<file path="config.mk">
export PLATFORM = sky130hd
export DESIGN_NAME = setpoint_sched
export DESIGN_NICKNAME = d
export VERILOG_FILES = /design/src/rtl/setpoint_sched.sv
export SDC_FILE = /design/constraint.sdc
export NUM_CORES = 1
export LEC_CHECK = 0
export ABC_AREA = 1
export BUFFER_PORTS_ARGS = -buffer_cell sky130_fd_sc_hd__buf_2
export CAP_MARGIN = 10
export CORE_MARGIN = 3
export CORE_UTILIZATION = 35
export DETAILED_ROUTE_END_ITERATION = 8
export PLACE_DENSITY_LB_ADDON = 0.25
export RECOVER_POWER = 50
export SYNTH_ARGS = -nofsm -noshare
export SYNTH_HDL_FRONTEND = slang
export SYNTH_SLANG_ARGS = --single-unit
</file>
<file path="constraint.sdc">
create_clock -name clk -period 6.93 [get_ports clk]
set_input_delay 0.3465 -clock clk [delete_from_list [all_inputs] [get_ports clk]]
set_output_delay 0.3465 -clock clk [all_outputs]
set_load 0.005 [all_outputs]
</file>
<file path="src/rtl/setpoint_sched.sv">
module setpoint_sched #(
  parameter int WORD_W    = 32,
  parameter int TS_HI_W   = 7,
  parameter int STEP_W    = 32,
  parameter int REP_W     = 8,
  parameter int ABORT_LEN = 5
) (
  input  logic                      clk,
  input  logic                      rst_n,
  input  logic                      fifo_empty,
  input  logic [WORD_W-1:0]         fifo_word1,
  input  logic [WORD_W-1:0]         fifo_word2,
  input  logic [STEP_W-1:0]         fifo_step,
  output logic                      fifo_rd,
  output logic                      fifo_flush,
  output logic                      gen_load,
  output logic [STEP_W-1:0]         gen_step,
  output logic [WORD_W-TS_HI_W-1:0] gen_cfg,
  input  logic                      gen_ready,
  input  logic                      gen_done,
  output logic                      gen_start,
  input  logic                      trigger,
  input  logic                      pause,
  input  logic                      stop,
  input  logic                      rep_mode,
  input  logic [REP_W-1:0]          rep_n,
  input  logic                      host_abort,
  input  logic                      int_reset,
  input  logic                      pos_err,
  output logic                      armed,
  output logic                      exec_pulse
);
  localparam int TS_W  = TS_HI_W + WORD_W;
  localparam int CFG_W = WORD_W - TS_HI_W;
  localparam int ABT_W = $clog2(ABORT_LEN + 1);

  typedef enum logic [2:0] {S_IDLE, S_READ, S_ARMED, S_WAIT, S_EXEC} st_t;

  st_t              st, st_nx;
  logic             got, running, trig_q;
  logic [TS_W-1:0]  sp_ts, rel;
  logic [REP_W-1:0] rep_cnt;
  logic [REP_W:0]   rep_next;
  logic [ABT_W-1:0] abt_cnt;

  wire abt_src   = host_abort | int_reset | pos_err;
  wire abt_any   = abt_src | (abt_cnt != '0);
  wire hold      = pause | stop;
  wire trig_rise = trigger & ~trig_q & ~stop;
  wire go        = ~hold & ~abt_any;
  wire rd_fire   = go && st == S_READ && !got && !fifo_empty;
  wire arm_fire  = go && st == S_ARMED && trig_rise;
  wire ts_hit    = st == S_WAIT && rel == sp_ts;
  wire finish    = go && st == S_EXEC && gen_done;

  assign rep_next   = {1'b0, rep_cnt} + {{REP_W{1'b0}}, 1'b1};
  wire rep_more     = rep_mode && (rep_next < {1'b0, rep_n});

  assign fifo_rd    = rd_fire;
  assign fifo_flush = abt_cnt != '0;
  assign gen_start  = st == S_EXEC;
  assign armed      = st == S_ARMED;

  always_comb begin
    st_nx = st;
    if (abt_any) st_nx = S_IDLE;
    else if (!hold) begin
      case (st)
        S_IDLE:  if (!fifo_empty) st_nx = S_READ;
        S_READ:  if (got && gen_ready) st_nx = running ? S_WAIT : S_ARMED;
        S_ARMED: if (trig_rise) st_nx = S_WAIT;
        S_WAIT:  if (ts_hit) st_nx = S_EXEC;
        S_EXEC:  if (gen_done) st_nx = rep_more ? S_ARMED : (fifo_empty ? S_IDLE : S_READ);
        default: st_nx = S_IDLE;
      endcase
    end
  end

  always_ff @(posedge clk) begin
    if (!rst_n) begin
      st         <= S_IDLE;
      got        <= 1'b0;
      running    <= 1'b0;
      trig_q     <= 1'b0;
      sp_ts      <= '0;
      rel        <= '0;
      rep_cnt    <= '0;
      abt_cnt    <= '0;
      gen_load   <= 1'b0;
      gen_step   <= '0;
      gen_cfg    <= '0;
      exec_pulse <= 1'b0;
    end else begin
      st         <= st_nx;
      trig_q     <= trigger;
      gen_load   <= rd_fire;
      exec_pulse <= go && ts_hit;

      if (abt_src)              abt_cnt <= ABT_W'(ABORT_LEN);
      else if (abt_cnt != '0)   abt_cnt <= abt_cnt - 1'b1;

      if (arm_fire)             rel <= '0;
      else if (!hold)           rel <= rel + 1'b1;

      if (rd_fire)              got <= 1'b1;
      else if (st_nx != S_READ) got <= 1'b0;

      if (rd_fire) begin
        sp_ts    <= {fifo_word1[TS_HI_W-1:0], fifo_word2};
        gen_step <= fifo_step;
        gen_cfg  <= fifo_word1[WORD_W-1:TS_HI_W];
      end else if (st_nx == S_IDLE) begin
        gen_step <= '0;
        gen_cfg  <= '0;
      end

      if (st_nx == S_IDLE)      running <= 1'b0;
      else if (arm_fire)        running <= 1'b1;

      if (abt_any)              rep_cnt <= '0;
      else if (finish)          rep_cnt <= rep_more ? rep_next[REP_W-1:0] : '0;
    end
  end

  assert_idle_quiet_R1: assert property (@(posedge clk) disable iff (!rst_n)
    (st == S_IDLE) |-> (!exec_pulse && gen_step == '0 && gen_cfg == '0))
    else $error("idle state with live outputs");

  assert_load_after_read_R2: assert property (@(posedge clk) disable iff (!rst_n)
    fifo_rd |=> gen_load)
    else $error("read not followed by load");

  assert_arm_waits_edge_R3: assert property (@(posedge clk) disable iff (!rst_n)
    (armed && !trigger) |=> (armed || fifo_flush))
    else $error("armed state left without trigger");

  assert_exec_marks_start_R5: assert property (@(posedge clk) disable iff (!rst_n)
    exec_pulse |-> gen_start)
    else $error("execute indication without start");

  assert_start_held_R6: assert property (@(posedge clk) disable iff (!rst_n)
    (gen_start && !gen_done && !abt_src) |=> gen_start)
    else $error("start dropped before done");

  assert_abort_wins_R8: assert property (@(posedge clk) disable iff (!rst_n)
    abt_src |=> (fifo_flush && !gen_start && !armed))
    else $error("abort did not flush and idle");

  always_ff @(posedge clk)
    if (rst_n) assert_abort_len_R8: assert (abt_cnt <= ABT_W'(ABORT_LEN))
      else $error("abort stretcher out of range");

  assert_pause_freeze_R9: assert property (@(posedge clk) disable iff (!rst_n)
    (pause && !abt_any) |=> $stable(st))
    else $error("state moved during pause");

  assert_stop_blocks_R10: assert property (@(posedge clk) disable iff (!rst_n)
    (armed && stop && !abt_src) |=> armed)
    else $error("trigger accepted during stop");
endmodule

</file>
==> results.md <==
Worst setup path:
- The kind of end point of the critical path is a flip-flop.
- For the worst setup path, the data required time is 7.30 ns.
- The most frequent cell on the critical path is sky130_fd_sc_hd__inv_1.
- The count of buffer and inverter cells on the critical path is 8.
- The critical path in this run is classified as reg -> reg.
- The cell class contributing the biggest share of worst-path delay is buffers and inverters.
- The critical path launch point is abt_cnt[0].
- The startpoint of the worst register-to-register path is abt_cnt[0].
- On the critical path, the stage with the largest delay is an instance of sky130_fd_sc_hd__buf_4.
- The signal on the critical path passes through inv_1, ha_1, ha_1, inv_1, nor2_1, inv_1, nor2_1, clkinv_1, nor3_1, inv_1, nor2_4, buf_4, inv_2, nand2_1, o21ai_0, inv_1.
- The setup check on the worst reg-to-reg path leaves a slack of 3.38 ns.
- On the worst path, the slowest cell contributes a delay of 0.52 ns.
- The worst setup path is launched from a flip-flop.
- The peak fanout along the critical path is 59.
- The endpoint identified for the worst register-to-register timing path is sp_ts[10].
- For the worst setup path, the data arrival time is 3.92 ns.
- The number of cells on the worst reg-to-reg path is 16.

Route:
- The total wire length after detailed routing is 21.3 mm.
- The total DRC errors in the routed layout is 0.
- After the first detailed-routing iteration, the DRC count stood at 483.
- The total via count after detailed routing is 7,298.
- The first detailed-routing pass took 5 iterations.
- The count of nets left with antenna violations after detail routing is 0.
- The detailed-route vias per instance is 4.52.
- The routed wirelength normalized by instance count is 13.2 microns.

GRT:
- The first global-routing pass estimated 33.9 mm of wire.
- Global routing consumed, on the met2 layer, 28.1% of the routing resources.
- The number of antenna violations at the first check in global routing came to 3.
- The routing layer with the top usage in global route is met2.
- For this run the aggregate overflow at the end of global routing stands at 0.
- The routing usage on met1 is 22.6%.
- Entering global routing, the biggest net connects 60 pins.
- In the global route stage, met3 resource usage came out at 4.16%.
- The number of global-route vias before repair is 6,857.
- The overall track demand over capacity in global routing is 17.4%.

Floorplanning:
- The total area inside the core boundary comes to 22,000 sq um.
- After floorplanning, the core was divided into 54 placement rows.
- The I/O pin total is 179.
- The horizontal die dimension is 156 microns.
- The floorplan step set the die height to 156 microns.
- The starting density of the core is 35.9%.
- The die covers 24,400 sq um.

STA:
- For the pin with the worst max-slew slack, the measured transition is 1.71 ns.
- The number of max-slew violations in the final report is 39.
- Setup total negative slack on the finished layout was measured at 0 ns.
- Setup violations remaining at the end of the flow were counted as 0.
- The number of endpoints with negative hold slack in the final report is 0.
- The final critical-path share of the clock period is 51.2%.
- The clock skew after layout is 0.0178 ns.
- Setup repair after global routing left no endpoint under its margin.
- Counting I/O delays and the setup requirement, the final critical path takes 3.55 ns.
- In this run the tightest slew margin relative to its limit is -14.2%.
- The highest achievable clock rate is 0.282 GHz.
- Setup slack on the critical path of the routed design comes to 3.38 ns.

Placement:
- The minimum setup slack after placement is 3.57 ns.
- The number of I/O port buffers is 178.
- The routability congestion estimate is 0.910.
- The HPWL reported at the end of detailed placement is 15.5 mm.

Final layout:
- The share of cells above drive strength 1 is 17.4%.
- Relative to the synthesized area, the layout overhead comes to 20.4%.
- For this run, the post-layout net count is 1,449.

Worst hold path:
- The worst-case hold path end point is gen_cfg[18].
- The worst hold path was traced through 3 stages.
- The tightest min-delay check is of the in -> reg type.
- The start point of the worst hold path is fifo_word1[25].

Power:
- The total power density per cell area is 208 nW/um^2.
- Summed over all cells, the static leakage comes to 4.82 nW.
- Across the VDD grid, the largest voltage drop is 169 uV.

CTS:
- The number of gates resized after CTS is 0.
- TritonCTS created 17 clock buffers.
- Counting along the longest clock path gives a buffer depth of 2.
- In this run the post-CTS setup repair buffer count came out at 0.
- The clock reaches the later pin of the worst-skew pair after 0.44 ns.
- The CTS tree is yes.
- The hold buffer count at cts is 0.
- The H-tree generated during clock tree synthesis spans 4 levels.
- The number of sinks driven by the clock tree is 154.
- The clock-pin slew of the registers on the worst-case setup and hold paths is 0.07 ns.
- In this run the clock root is driven by a sky130_fd_sc_hd__clkbuf_16.

Job:
- The max-cap violation count is 1.

Logic synthesis:
- Counting every instance in the synthesized netlist gives 1,159.
- The number of unique standard cell types used by synthesis is 38.
- After synthesis the cells add up to 7880 sq um.
- The warning count from the yosys run is 0.
- The post-synthesis average cell area is 6.80 sq um.
- The synthesized netlist net count is 1,287.
- The number of register bits inferred by synthesis is 154.
- Sequential elements use 39.1% of the synthesized area.

Outcome:
- The run finished, with violations left.
- The checks that failed: max-capacitance violations, max-slew violations.
[routing by layer]
layer | up-vias | routed length [microns]
met5 | - | 11
met4 | 2 | 361
met3 | 27 | 1020
met2 | 140 | 10000
met1 | 3231 | 9860
li1 | 3898 | -
[state kept, by name (all words and copies together) (netlist names)]
signal	flops
got	1
trig_q	1
rel	39
running	1
gen_cfg	25
sp_ts	39
rep_cnt	8
gen_step	32
gen_load	1
st	3
exec_pulse	1
abt_cnt	3
[layout by cell type (no fill, tap or decap), drive strengths merged]
cell type | netlist | layout
a2111oi | 1 | 1
a21o | 1 | 1
a21oi | 55 | 55
a311oi | 1 | 1
a31oi | 1 | 1
buf | 24 | 139
bufinv | 0 | 4
clkbuf | 16 | 61
clkinv | 5 | 10
clkinvlp | 0 | 3
dfxtp | 154 | 154
diode | 0 | 2
ha | 12 | 12
inv | 191 | 194
nand2 | 373 | 373
nand3 | 81 | 81
nand3b | 3 | 3
nand4 | 13 | 13
nor2 | 90 | 90
nor3 | 29 | 29
nor4 | 10 | 10
o21a | 1 | 1
o21ai | 49 | 49
or2 | 4 | 4
or3 | 1 | 1
xnor2 | 22 | 22
xor2 | 22 | 22
[Yosys cell counts]
master | instances | area (sq um)
sky130_fd_sc_hd__nor3_1 | 25 | 125
sky130_fd_sc_hd__buf_6 | 1 | 11.3
sky130_fd_sc_hd__xnor2_1 | 22 | 193
sky130_fd_sc_hd__or2_2 | 4 | 25.0
sky130_fd_sc_hd__a311oi_1 | 1 | 8.76
sky130_fd_sc_hd__clkinv_1 | 5 | 18.8
sky130_fd_sc_hd__nand3b_1 | 3 | 22.5
sky130_fd_sc_hd__inv_2 | 13 | 48.8
sky130_fd_sc_hd__nor4_4 | 1 | 21.3
sky130_fd_sc_hd__or3_1 | 1 | 6.26
sky130_fd_sc_hd__nand2_1 | 366 | 1370
sky130_fd_sc_hd__inv_1 | 178 | 668
sky130_fd_sc_hd__nand4_1 | 13 | 81.3
sky130_fd_sc_hd__nor4_1 | 8 | 50.1
sky130_fd_sc_hd__o21ai_0 | 40 | 200
sky130_fd_sc_hd__nand3_2 | 31 | 310
sky130_fd_sc_hd__nor4_2 | 1 | 12.5
sky130_fd_sc_hd__nand2_2 | 5 | 31.3
sky130_fd_sc_hd__buf_1 | 5 | 18.8
sky130_fd_sc_hd__buf_2 | 11 | 55.1
sky130_fd_sc_hd__ha_1 | 12 | 150
sky130_fd_sc_hd__buf_8 | 3 | 45.0
sky130_fd_sc_hd__nor3_2 | 4 | 40.0
sky130_fd_sc_hd__nand3_1 | 50 | 250
sky130_fd_sc_hd__nand2_4 | 2 | 22.5
sky130_fd_sc_hd__nor2_2 | 4 | 25.0
sky130_fd_sc_hd__a21o_1 | 1 | 7.51
sky130_fd_sc_hd__dfxtp_1 | 154 | 3080
sky130_fd_sc_hd__xor2_1 | 22 | 193
sky130_fd_sc_hd__a31oi_1 | 1 | 6.26
sky130_fd_sc_hd__a21oi_1 | 55 | 275
sky130_fd_sc_hd__a2111oi_0 | 1 | 8.76
sky130_fd_sc_hd__nor2_1 | 82 | 308
sky130_fd_sc_hd__o21a_1 | 1 | 7.51
sky130_fd_sc_hd__nor2_4 | 4 | 45.0
sky130_fd_sc_hd__clkbuf_1 | 16 | 60.1
sky130_fd_sc_hd__o21ai_1 | 9 | 45.0
sky130_fd_sc_hd__buf_4 | 4 | 30.0
[report_power, final]
| group | switching, W | total, W | internal [W] |
|---|---|---|---|
| sequential | 0.00000124 | 0.000888 | 0.000887 |
| combinational | 0.0000403 | 0.0000710 | 0.0000307 |
| clock | 0.000407 | 0.00102 | 0.000609 |
| total | 0.000448 | 0.00198 | 0.00153 |
[worst max path at each step]
stage,endpoint,slack (ns),cells after the start
floorplan,gen_step[10],4.40,21
global placement,rel[32],3.76,6
detailed placement,rel[14],3.57,6
CTS,gen_cfg[11],3.75,18
global route,sp_ts[18],2.78,16
finish,sp_ts[10],3.38,16
[kinds of logic (layout without fill, tap and decap cells)]
| family | Yosys count | in the layout | share of synthesized area (%) |
|---|---|---|---|
| simple gates | 604 | 604 | 34.9 |
| xor+xnor | 44 | 44 | 4.89 |
| fa+ha+maj | 12 | 12 | 1.90 |
| buf+inv | 236 | 411 | 12.1 |
| compound gates | 109 | 109 | 7.09 |
| other cells | 0 | 2 | 0 |
| flops | 154 | 154 | 39.1 |
[tightest hold or removal path, stage by stage]
cell and delay (ns):
sky130_fd_sc_hd__buf_2 0.07, sky130_fd_sc_hd__nand2_1 0.04, sky130_fd_sc_hd__nand2_1 0.05
[cell type report]
class	count	area [sq um]
repair buffers	183	872
well taps	280	350
diodes	2	5.00
clock buffers	17	425
flip-flops and latches	154	3080
clock inverters	15	213
fillers	2331	12500
inverters	196	736
multi-input cells	769	3810
[through the flow]
stage          instance area [sq um]  std cells  hold WS [ns]  total power [W]  utilization, %
4_1_cts                         9580       1614        0.0853          0.00200            43.6
5_1_grt                         9500       1616        0.0864          0.00204            43.2
2_1_floorplan                   7880       1159         0.439         0.000939               -
6_report                        9500       1616        0.0970          0.00198            43.2
3_5_place_dp                    8940       1582         0.454         0.000981            40.7
3_3_place_gp                    8940       1582         0.449         0.000980            40.7
Power figures use the tool's default switching activity.
